**config.mk**
```make
export PLATFORM = sky130hd
export DESIGN_NAME = bus_read_drive_ctrl
export DESIGN_NICKNAME = d
export VERILOG_FILES = /design/src/rtl/bdr_pkg.sv /design/src/rtl/bdr_sync.sv /design/src/rtl/bdr_access_fsm.sv /design/src/rtl/bdr_wr_predict.sv /design/src/rtl/bus_read_drive_ctrl.sv
export SDC_FILE = /design/constraint.sdc
export NUM_CORES = 1
export LEC_CHECK = 0
export BUFFER_PORTS_ARGS = -buffer_cell sky130_fd_sc_hd__buf_2
export CAP_MARGIN = 20
export CORE_AREA = 2 2 51 73
export DETAILED_ROUTE_END_ITERATION = 10
export DIE_AREA = 0 0 53 75
export PLACE_DENSITY = 0.71
export SYNTH_ARGS = -nofsm -noshare
export SYNTH_HDL_FRONTEND = slang
export SYNTH_SLANG_ARGS = --single-unit
```
**constraint.sdc**
```tcl
create_clock -name clk -period 5.2 [get_ports clk]
set_clock_uncertainty 0.1 [all_clocks]
set_input_delay 0 -clock clk [delete_from_list [all_inputs] [get_ports clk]]
set_output_delay 0 -clock clk [all_outputs]
set_load 0.02 [all_outputs]
```
**src/rtl/bdr_pkg.sv**
```systemverilog
package bdr_pkg;

  typedef enum logic [1:0] {
    ST_IDLE  = 2'd0,
    ST_GUARD = 2'd1,
    ST_DRIVE = 2'd2,
    ST_WRITE = 2'd3
  } acc_state_t;

  typedef struct packed {
    logic sel;
    logic ph0;
    logic c7;
    logic rd;
  } bus_samp_t;

  localparam int BUS_SAMP_W = $bits(bus_samp_t);

endpackage

```
**src/rtl/bdr_sync.sv**
```systemverilog
module bdr_sync #(
  parameter int W      = 4,
  parameter int STAGES = 2
) (
  input  logic         clk,
  input  logic         rst_n,
  input  logic [W-1:0] din,
  output logic [W-1:0] dout
);

  logic [W-1:0] stg [STAGES];

  for (genvar g = 0; g < STAGES; g++) begin : g_stage
    logic [W-1:0] stg_d;
    if (g == 0) begin : g_first
      assign stg_d = din;
    end else begin : g_next
      assign stg_d = stg[g-1];
    end
    always_ff @(posedge clk or negedge rst_n) begin
      if (!rst_n) stg[g] <= '0;
      else        stg[g] <= stg_d;
    end
  end

  assign dout = stg[STAGES-1];

endmodule

```
**src/rtl/bdr_access_fsm.sv**
```systemverilog
module bdr_access_fsm
  import bdr_pkg::*;
#(
  parameter int GUARD_CYCLES = 15
) (
  input  logic clk,
  input  logic rst_n,
  input  logic s_sel,
  input  logic s_ph0,
  input  logic s_c7,
  input  logic s_rd,
  input  logic mode_c7,
  output logic xcvr_en,
  output logic xcvr_to_bus,
  output logic in_write
);

  localparam int GW = $clog2(GUARD_CYCLES + 1);
  localparam logic [GW-1:0] GUARD_LAST = GW'(GUARD_CYCLES - 1);

  acc_state_t     state_q, state_d;
  logic [GW-1:0]  cnt_q, cnt_d;
  logic           cnt_en;
  logic           mode_q, mode_d;
  logic           active, active_q;
  logic           c7_q;
  logic           start, c7_rise, guard_done;

  assign active  = s_sel & s_ph0;
  assign start   = active & ~active_q;
  assign c7_rise = s_c7 & ~c7_q;
  assign guard_done = mode_q ? c7_rise : (cnt_q == GUARD_LAST);

  always_comb begin
    state_d = state_q;
    mode_d  = mode_q;
    cnt_en  = 1'b0;
    cnt_d   = cnt_q;
    unique case (state_q)
      ST_IDLE: begin
        if (start) begin
          mode_d = mode_c7;
          cnt_en = 1'b1;
          cnt_d  = '0;
          state_d = s_rd ? ST_GUARD : ST_WRITE;
        end
      end
      ST_GUARD: begin
        if (!active) begin
          state_d = ST_IDLE;
        end else if (guard_done) begin
          state_d = ST_DRIVE;
        end else if (cnt_q != GUARD_LAST) begin
          cnt_en = 1'b1;
          cnt_d  = cnt_q + 1'b1;
        end
      end
      ST_DRIVE: if (!active) state_d = ST_IDLE;
      ST_WRITE: if (!active) state_d = ST_IDLE;
      default:  state_d = ST_IDLE;
    endcase
  end

  always_ff @(posedge clk or negedge rst_n) begin
    if (!rst_n) begin
      state_q  <= ST_IDLE;
      mode_q   <= 1'b0;
      active_q <= 1'b0;
      c7_q     <= 1'b0;
    end else begin
      state_q  <= state_d;
      mode_q   <= mode_d;
      active_q <= active;
      c7_q     <= s_c7;
    end
  end

  always_ff @(posedge clk or negedge rst_n) begin
    if (!rst_n)      cnt_q <= '0;
    else if (cnt_en) cnt_q <= cnt_d;
  end

  assign xcvr_en     = (state_q == ST_DRIVE) & active & s_rd;
  assign xcvr_to_bus = (state_q == ST_GUARD) | (state_q == ST_DRIVE);
  assign in_write    = (state_q == ST_WRITE);

  // once the access strobe is gone, the next state is idle
  a_r5_idle_after_end: assert property (@(posedge clk) disable iff (!rst_n)
    !active |=> state_q == ST_IDLE);

  // counter-mode drive begins only after the full guard count
  a_r2_guard_full: assert property (@(posedge clk) disable iff (!rst_n)
    ($rose(state_q == ST_DRIVE) && !mode_q) |-> $past(cnt_q) == GUARD_LAST);

  // direction already faces the bus the cycle before enable rises
  a_r3_dir_leads: assert property (@(posedge clk) disable iff (!rst_n)
    $rose(xcvr_en) |-> $past(xcvr_to_bus));

  // never drive during a write access
  a_r6_no_write_drive: assert property (@(posedge clk) disable iff (!rst_n)
    in_write |-> !xcvr_en && !xcvr_to_bus);

  // mode stays fixed while an access is underway
  a_r9_mode_held: assert property (@(posedge clk) disable iff (!rst_n)
    (state_q != ST_IDLE && $past(state_q) != ST_IDLE) |-> $stable(mode_q));

endmodule

```
**src/rtl/bdr_wr_predict.sv**
```systemverilog
module bdr_wr_predict #(
  parameter int PH_W         = 8,
  parameter int CAP_LEAD     = 4,
  parameter int DEFAULT_HIGH = 60
) (
  input  logic clk,
  input  logic rst_n,
  input  logic s_ph0,
  input  logic in_write,
  output logic wr_pulse
);

  localparam logic [PH_W-1:0] PH_MAX  = {PH_W{1'b1}};
  localparam logic [PH_W-1:0] LEAD    = PH_W'(CAP_LEAD);
  localparam logic [PH_W-1:0] DEF_LEN = PH_W'(DEFAULT_HIGH);

  logic [PH_W-1:0] ph_cnt_q, ph_cnt_d;
  logic [PH_W-1:0] last_q;
  logic            ph0_q;
  logic            ph0_fall;
  logic            last_en;
  logic            lead_ok;

  assign ph0_fall = ~s_ph0 & ph0_q;
  assign last_en  = ph0_fall;

  always_comb begin
    if (!s_ph0)                ph_cnt_d = '0;
    else if (ph_cnt_q != PH_MAX) ph_cnt_d = ph_cnt_q + 1'b1;
    else                       ph_cnt_d = ph_cnt_q;
  end

  always_ff @(posedge clk or negedge rst_n) begin
    if (!rst_n) begin
      ph_cnt_q <= '0;
      ph0_q    <= 1'b0;
    end else begin
      ph_cnt_q <= ph_cnt_d;
      ph0_q    <= s_ph0;
    end
  end

  always_ff @(posedge clk or negedge rst_n) begin
    if (!rst_n)       last_q <= DEF_LEN;
    else if (last_en) last_q <= ph_cnt_q;
  end

  assign lead_ok  = last_q > LEAD;
  assign wr_pulse = in_write & s_ph0 & lead_ok & (ph_cnt_q == last_q - LEAD);

  // the capture strobe lasts a single cycle
  a_r7_single_pulse: assert property (@(posedge clk) disable iff (!rst_n)
    wr_pulse |=> !wr_pulse);

  // the phase counter restarts from zero on every PH0 high phase
  a_r7_count_restart: assert property (@(posedge clk) disable iff (!rst_n)
    $rose(s_ph0) |=> ph_cnt_q == PH_W'(1));

endmodule

```
**src/rtl/bus_read_drive_ctrl.sv**
```systemverilog
module bus_read_drive_ctrl
  import bdr_pkg::*;
#(
  parameter int SYNC_STAGES  = 2,
  parameter int GUARD_CYCLES = 15,
  parameter int PH_W         = 8,
  parameter int CAP_LEAD     = 4,
  parameter int DEFAULT_HIGH = 60
) (
  input  logic clk,
  input  logic rst_n,
  input  logic slot_sel_n,
  input  logic ph0,
  input  logic clk7m,
  input  logic rd_wr_n,
  input  logic mode_c7,
  output logic xcvr_en,
  output logic xcvr_to_bus,
  output logic wr_capture
);

  logic      rst_m, rst_sync_n;
  bus_samp_t raw, syn;
  logic      in_write;
  logic      en_core;

  always_ff @(posedge clk or negedge rst_n) begin
    if (!rst_n) begin
      rst_m      <= 1'b0;
      rst_sync_n <= 1'b0;
    end else begin
      rst_m      <= 1'b1;
      rst_sync_n <= rst_m;
    end
  end

  assign raw.sel = ~slot_sel_n;
  assign raw.ph0 = ph0;
  assign raw.c7  = clk7m;
  assign raw.rd  = rd_wr_n;

  bdr_sync #(.W(BUS_SAMP_W), .STAGES(SYNC_STAGES)) u_sync (
    .clk  (clk),
    .rst_n(rst_sync_n),
    .din  (raw),
    .dout (syn)
  );

  bdr_access_fsm #(.GUARD_CYCLES(GUARD_CYCLES)) u_fsm (
    .clk        (clk),
    .rst_n      (rst_sync_n),
    .s_sel      (syn.sel),
    .s_ph0      (syn.ph0),
    .s_c7       (syn.c7),
    .s_rd       (syn.rd),
    .mode_c7    (mode_c7),
    .xcvr_en    (en_core),
    .xcvr_to_bus(xcvr_to_bus),
    .in_write   (in_write)
  );

  bdr_wr_predict #(
    .PH_W(PH_W), .CAP_LEAD(CAP_LEAD), .DEFAULT_HIGH(DEFAULT_HIGH)
  ) u_pred (
    .clk     (clk),
    .rst_n   (rst_sync_n),
    .s_ph0   (syn.ph0),
    .in_write(in_write),
    .wr_pulse(wr_capture)
  );

  assign xcvr_en = en_core & rst_n;

  // read drive and write capture never coincide
  a_r6_drive_vs_capture: assert property (@(posedge clk) disable iff (!rst_sync_n)
    !(xcvr_en && wr_capture));

  // outputs quiet in the first cycle after reset release
  a_r1_quiet_after_reset: assert property (@(posedge clk) disable iff (!rst_sync_n)
    $rose(rst_sync_n) |-> !xcvr_en && !xcvr_to_bus && !wr_capture);

endmodule

```
# Word level (Yosys, flattened, before mapping)
# Cells that the tools add are included.
# classes
add_sub_neg,3
n_lt_le_gt_ge,1
n_eq_ne,14
n_mux,19
n_bitwise,15
n_reduce_logical,6
# op_table
cell,count
$mux 4,4
$mux 8,2
$and 1x1->1,10
$mux 2,5
$add 8x1->8 const B,1
$eq 8x8->1,1
$gt 8x3->1 const B,1
$ne 2x1->1 const B,4
$ne 8x8->1 const B,1
$pmux 4 s2,1
$sub 8x3->8 const B,1
$pmux 2 s3,1
$reduce_and 6->1,1
$mux 1,5
$add 4x1->4 const B,1
$eq 2x2->1 const B,2
$eq 4x4->1 const B,1
$ne 2x2->1 const B,2
$ne 4x4->1 const B,1
$not 1->1,4
$ne 3x3->1 const B,1
$reduce_and 3->1,1
$eq 2x1->1 const B,1
$logic_not 2->1,1
other kinds (5),5
# word_totals
register_bits,36
input_bits,7
output_inout_bits,3
wordCells,70

# Depth between registers and ports, before layout
# Gate-level depths: netlist of the first run.
# logic_depth
ltp_word,7
mapped_depth,6
mapped_depth_nobuf,6

# By module
# From an unflattened synthesis of the first run, not the netlist that was laid out.
# unflattened
cells_unflattened,159
hier_area_um2,1826.8
# by_module_without_submodules
mod,n_inst,cells_each,area_per_inst_um2,seq_area_each_um2
bdr_wr_predict,1,93,969.7,430.4
bdr_access_fsm,1,53,593.1,225.2
bdr_sync,1,8,200.2,200.2
bus_read_drive_ctrl,1,5,63.8,50.0

# Worst setup path after synthesis of the first run
# Ideal clock, no wire load.
# synth_path
path_type,register to output
start,reg u_pred.last_q[2]
end,out wr_capture
t_arrival_ns,2.088
required_time_ns,5.100
path_slack_ns,3.012
stages_incl_launch_ff,7
n_path_buf,0
path_cell_list,dfstp_2 -> inv_1 -> ha_1 -> xnor2_1 -> a311oi_2 -> nand4_1 -> nor4_1
# synth_via
elab_chain_cells,3
word_cells_on_any_way,5
cone_classes,add/sub: 1; order compare: 1; eq/ne: 1; bitwise: 2
# synth_rtl
element,line,rtl
start: declaration,bdr_wr_predict.sv:18,logic [PH_W-1:0] last_q;
start signal: assignment,bdr_wr_predict.sv:45,else if (last_en) last_q <= ph_cnt_q;
$sub 8x3->8 or $gt 8x3->1 (tied branches),"bdr_wr_predict.sv:49, bdr_wr_predict.sv:48",
$eq 8x8->1 or $and 1x1->1 (tied branches),bdr_wr_predict.sv:49,assign wr_pulse = in_write & s_ph0 & lead_ok & (ph_cnt_q == last_q - LEAD);
$and 1x1->1 *,bdr_wr_predict.sv:49,
end: declaration,bus_read_drive_ctrl.sv:19,output logic wr_capture
# Mark *: on every way between the ends. The rest lies on a longest branch, timed or not.

# Worst setup path after layout of the first run
# Same ends and word-level chain as after synthesis.

==> flow_summary.ini, run 1 <==
[status]
outcome = completed

[timing]
fin_tns_setup_ns = 0
post-route-period-util = 0.4504
max_freq_ghz = 0.4269
whs_ns = 0.1695
rsz0062_at_grt = false
finalMaxSlewViolations = 0
hold_viol_final = 0
setup_viol = 0
final.min_clock_period_ns = 2.342

[worst_setup_path]
worstSetupEndpointType = output port
ff2ff_path_depth = 5
crit_chain = inv_1, ha_1, xnor2_1, a311oi_2, nand4_1, nor4_1, buf_2
arrival_ns = 2.24
rr_startpoint = u_sync.dout[2]
worstReg2RegEnd = u_fsm.cnt_q[3]
r2r_slack_ns = 3.33
cp-start-kind = flip-flop
crit_fanout = 6
required_ns = 5.10
cpPeakStageDelay_ns = 0.59
worstSetupPathType = reg2out
cp_slowest_cell = dfstp_2

[pwr]
irDropWorstVdd_mv = 0.1755
power_frac_seq = 0.476
swShare = 0.3269
switching_power_mw = 0.2403
power_density_nw_per_um2 = 365.0
p_clk_frac = 0.263
combPwrFrac = 0.261
internal_power_mw = 0.4950
leakagePower_nw = 0.9123

[yosys]
yosys.area_share.xor_xnor = 0.06431
synth_top_family_by_area = simple AND/OR/NAND/NOR gates
synth_most_common_cell = dfrtp_1
ys_top_cells_by_count = dfrtp_1 (32), ha_1 (10), mux2_2 (10), nand2_1 (10), xnor2_1 (10)
synth.largest_area_cell = dfrtp_1
syn_avg_cell_area_sq_um = 11.42
synthArstFlopShare = 1.000
synth_top_cell_area_share = 0.4523
yosysWarningCount = 0
ys_seq_area_frac = 0.5117
synth-compound-area-share = 0.09470
synth.cell_area_sq_um = 1770
synth_mux_area_frac = 0.08057
ys_ff_latch = 36
yosys.cell_types.count = 42
synth_fa_ha_area_frac = 0.07067
syn_nets = 172
ys.flop_type = dfrtp_1
syn_inst = 155
synth.area.top_cells = dfrtp_1 (45%), ha_1 (7.1%), mux2_2 (6.4%)
yosys.area_share.simple = 0.1477
synth_edf_count = 0

[cts]
cts.path.max_buffers = 2
path_clk_slew_ns = 0.07
cts_sinks = 36
post_cts_resized = 0
h-tree-depth = 2
clk_latency_ns = 0.29
cts_buffers = 5
cts_root_buf = clkbuf_8
cts_hold_buf = 7
postCtsSetupRepairBufs = 0
cts_tree = built

[floorplan]
ios = 10
fp.dieArea_sq_um = 3975
die_w_um = 53
row_count = 25
start_util = 0.5390
die_h_um = 75
core_region_area_sq_um = 3284

[detailed_routing]
wl_per_cell_um = 15.10
drtIter0Drc = 33
finalWirelength_um = 3277
avgViaCountPerCell = 5.558
via_count = 1206
ant_nets = 0
drc = 0
first_pass_iters = 6

[global_routing]
overflow = 0
first_global_vias = 1300
grt_pass1_wl_um = 5692
grt_usage = 0.2037
grt_max_degree = 35
antenna_found_initial = 0

[final_layout]
syn2layout_area_growth_pct = 13.78
fin_cells = 217
design_area_sq_um = 2014
final_nets = 193
antenna_cells = 0
drive_above_1_share = 0.2090

[run]
cap_violations = 0

[place]
gp_congestion = 0.7965
place_hpwl_um = 2415
port_buffers = 9
place_inst = 202
placed_area_sq_um = 1857

[hold_path]
hold_path_class = reg2async
-- power by group through the flow --
stage	Sequential, mW	Clock [mW]	Combinational [mW]
after global routing	0.355	0.208	0.217
after floorplan	0.348	0	0.146
after CTS	0.350	0.200	0.192
after global placement	0.351	0	0.179
after detailed placement	0.355	0	0.188
final	0.350	0.193	0.192
-- per-layer routing --
metal | vias to the layer above | track usage | wire [um]
li1 | 581 | - | -
met3 | 6 | 0.04365 | 72
met4 | 0 | 0.1140 | 52
met5 | - | 0 | 0
met2 | 19 | 0.3681 | 1829
met1 | 600 | 0.2150 | 1322
-- cell families after synthesis --
kind of cell               after synthesis
other                                    1
buffers and inverters                   12
and+or+nand+nor                         46
muxes                                   13
xor gates and xnor gates                13
AOI/OAI and AO/OA                       24
adders and majority gates               10
DFF                                     36
-- metrics by stage --
step,worst slack [ns],power [mW],utilization
floorplan,3.012,0.4933,-
global placement,3.255,0.5302,0.5653
detailed placement,3.174,0.5430,0.5653
CTS,2.847,0.7423,0.6133
global route,2.718,0.7812,0.6133
finish,2.858,0.7353,0.6133
-- worst max-delay path by stage --
stage / from / endpoint / slack [ns] / cells past startpoint
finish: u_pred.last_q[2] / wr_capture / 2.86 / 7
global route: u_pred.last_q[2] / wr_capture / 2.72 / 7
CTS: u_pred.last_q[2] / wr_capture / 2.85 / 7
detailed placement: u_pred.last_q[2] / wr_capture / 3.17 / 7
global placement: u_pred.last_q[2] / wr_capture / 3.26 / 7
floorplan: u_pred.last_q[2] / wr_capture / 3.01 / 6
-- worst max-delay path: cells and delay by family (launching register included) --
| kind | cells | cell delay (ns) |
|---|---|---|
| xor+xnor | 1 | 0.14 |
| buf+inv | 2 | 0.28 |
| simple gates | 2 | 0.42 |
| flops | 1 | 0.59 |
| compound gates | 1 | 0.24 |
| fa+ha+maj | 1 | 0.30 |
-- placed cells by master (no fill, tap or decap), drive strengths merged, types with 2 or more instances in the layout --
cell type     n
xor2          3
nand2b        4
nor2          5
nor3          3
nand2        10
o31ai         2
mux2i         3
nand3         8
ha           10
buf          10
nor2b         3
clkbuf        5
dlygate4sd3   7
xnor2        10
a31oi         4
nor4b         2
clkinv        3
inv           9
dfrtp        32
and2          2
dfstp         4
o21ai         9
mux2         10
and3          3
-- registers in the layout, indices dropped and copies added, names as in the netlist --
signal                flops
u_fsm.mode_q              1
u_pred.ph_cnt_q           8
u_pred.ph0_q              1
u_fsm.state_q             2
u_pred.last_q             8
u_sync.dout               4
rst_sync_n                1
u_fsm.c7_q                1
rst_m                     1
u_fsm.active_q            1
u_sync.g_stage.stg_d      4
u_fsm.cnt_q               4
-- layout make-up --
type / instances / area [sq um]
Clock buffer: 5 / 68.82
Fill cell: 277 / 1270
Multi-Input combinational cell: 107 / 814.5
Clock inverter: 3 / 18.77
Tap cell: 40 / 50.05
Timing Repair Buffer: 17 / 122.6
Inverter: 9 / 33.78
Sequential cell: 36 / 905.9
(Power assumes the default switching activity.)
==> run 2, diff against run 1 <==
- CORE_AREA: 2 2 51 73 -> 2 2 52 74
- DIE_AREA: 0 0 53 75 -> 0 0 54 76
- PLACE_DENSITY: 0.71 -> 0.72
- clock period: 5.2 -> 1.9 ns (I/O delays scaled with it)
==> flow_summary.ini, run 2 (synthesis results as in run 1) <==
[place]
place_inst = 206
port_buffers = 9
gp_congestion = 0.7423
dp_slack_ns = -0.0004448
place_hpwl_um = 2505

[worst_setup_path]
crit_fanout = 4
worstReg2RegEnd = u_fsm.state_q[0]
cp-start-kind = flip-flop
required_ns = 1.80
worstSetupEndpointType = output port
crit_end = wr_capture
crit_start = u_pred.last_q[3]
arrival_ns = 1.93
r2r_slack_ns = 0.11
ff2ff_path_depth = 6
rr_startpoint = u_fsm.cnt_q[0]
worstSetupPathType = reg2out

[final_layout]
drive_above_1_share = 0.2611
layout_commonest_cell = dfrtp_1
syn2layout_area_growth_pct = 17.74
final_cell_mix = dfrtp_1 (32), nand2_1 (10), xnor2_1 (10), mux2_2 (10), o21ai_0 (9)
fillCellCount = 299
final_nets = 197
fin_cells = 222
largest_registers = u_pred.last_q: 8 flops, u_pred.ph_cnt_q: 8 flops
antenna_cells = 0

[global_routing]
antenna_found_initial = 0
grt_max_degree = 35
first_global_vias = 1271
grt_pass1_wl_um = 5457
grt_usage = 0.1837
overflow = 0

[detailed_routing]
drc = 0
via_count = 1240
wl_per_cell_um = 15.36
drtIter0Drc = 42
ant_nets = 0
first_pass_iters = 4
finalWirelength_um = 3409
avgViaCountPerCell = 5.586

[timing]
whs_ns = 0.1699
hold_viol_final = 0
max_freq_ghz = 0.4938
rsz0062_at_grt = true
post-route-period-util = 1.066
final.min_clock_period_ns = 2.025
setup_viol = 1
finalWorstSetupSlack_ns = -0.1252
finalMaxSlewViolations = 0

[cts]
clk_latency_ns = 0.28
cts.path.max_buffers = 2
cts_buffers = 5
path_clk_slew_ns = 0.07
h-tree-depth = 2
cts_sinks = 36
cts_tree = built
cts_root_buf = clkbuf_8

[pwr]
p_clk_frac = 0.242
switching_power_mw = 0.6613
irDropWorstVdd_mv = 0.6210
swShare = 0.3264
power_density_nw_per_um2 = 971.9
combPwrFrac = 0.284
leakagePower_nw = 0.9429
power_frac_seq = 0.474
internal_power_mw = 1.365

[floorplan]
core_region_area_sq_um = 3513
die_w_um = 54
row_count = 26
ios = 10
die_h_um = 76
start_util = 0.5039
fp.dieArea_sq_um = 4104

[run]
cap_violations = 0

[status]
outcome = complete, but fails checks
violations = setup timing

[hold_path]
hold_path_class = reg2async
## run 2: cell count changes in the layout (fill, tap and decap cells not counted), sizes merged
cell,previous run,this run
clkinv,3,1
buf,10,14
clkbuf,5,6
## run 2: cell type report
cell class	count	area, sq um	share of cell area
multi-input cells	107	859.6	0.4124
flip-flops and latches	36	905.9	0.4346
clock buffers	6	72.57	0.03481
inverters	9	33.78	0.01621
repair buffers	21	155.1	0.07443
clock inverters	1	5.005	0.002401
well taps	42	52.55	0.02521
## run 2: worst min-delay path by stage
stage / slack (ns) / to / cells after the start
finish: 0.17 / u_fsm.state_q[1] / 1
global route: 0.23 / u_fsm.state_q[1] / 1
CTS: 0.20 / u_sync.dout[0] / 1
detailed placement: -0.30 / rst_sync_n / 1
global placement: -0.31 / rst_m / 1
floorplan: -0.40 / rst_m / 0
## run 2: critical path, stage by stage, from the launching register on
cell and delay, ns:
dfstp_2 0.54, inv_2 0.05, ha_4 0.17, xor2_2 0.15, xnor2_1 0.14, a32oi_1 0.11
nor4_4 0.30, buf_4 0.18
## run 2: through the flow
stage               cell area (sq um)    TNS (ns)  power [mW]  utilization
floorplan                        1785           0       1.352            -
global placement                 1889           0       1.462       0.5377
detailed placement               1889  -0.0004448       1.515       0.5377
CTS                              2067     -0.2080       2.026       0.5883
global route                     2085     -0.2272       2.139       0.5933
finish                           2085     -0.1252       2.026       0.5933
## run 2: power by group through the flow
stage	registers, mW	logic (mW)	clock network [mW]
6_report	0.960	0.575	0.490
3_5_place_dp	0.973	0.542	0
3_3_place_gp	0.960	0.502	0
2_1_floorplan	0.951	0.401	0
4_1_cts	0.958	0.561	0.507
5_1_grt	0.970	0.632	0.537
## run 2: metal layers
layer / GRT usage / up-vias / routed length (um) / part of all wire
met5: 0 / - / 0 / 0
met2: 0.3341 / 24 / 1896 / 0.56
met3: 0.04706 / 9 / 89 / 0.026
met4: 0.09750 / 0 / 105 / 0.031
met1: 0.1745 / 616 / 1318 / 0.39
li1: - / 591 / - / -
## run 2: repair_timing
| action | 4_1_cts | 5_1_grt |
|---|---|---|
| pin swaps | 3 | 2 |
| endpoints found under the setup margin | 1 | 2 |
| hold buffers | 7 | 0 |
| endpoints found under the hold margin | 7 | 0 |
| resized for setup | 4 | 4 |
| buffers inserted | 2 | 0 |
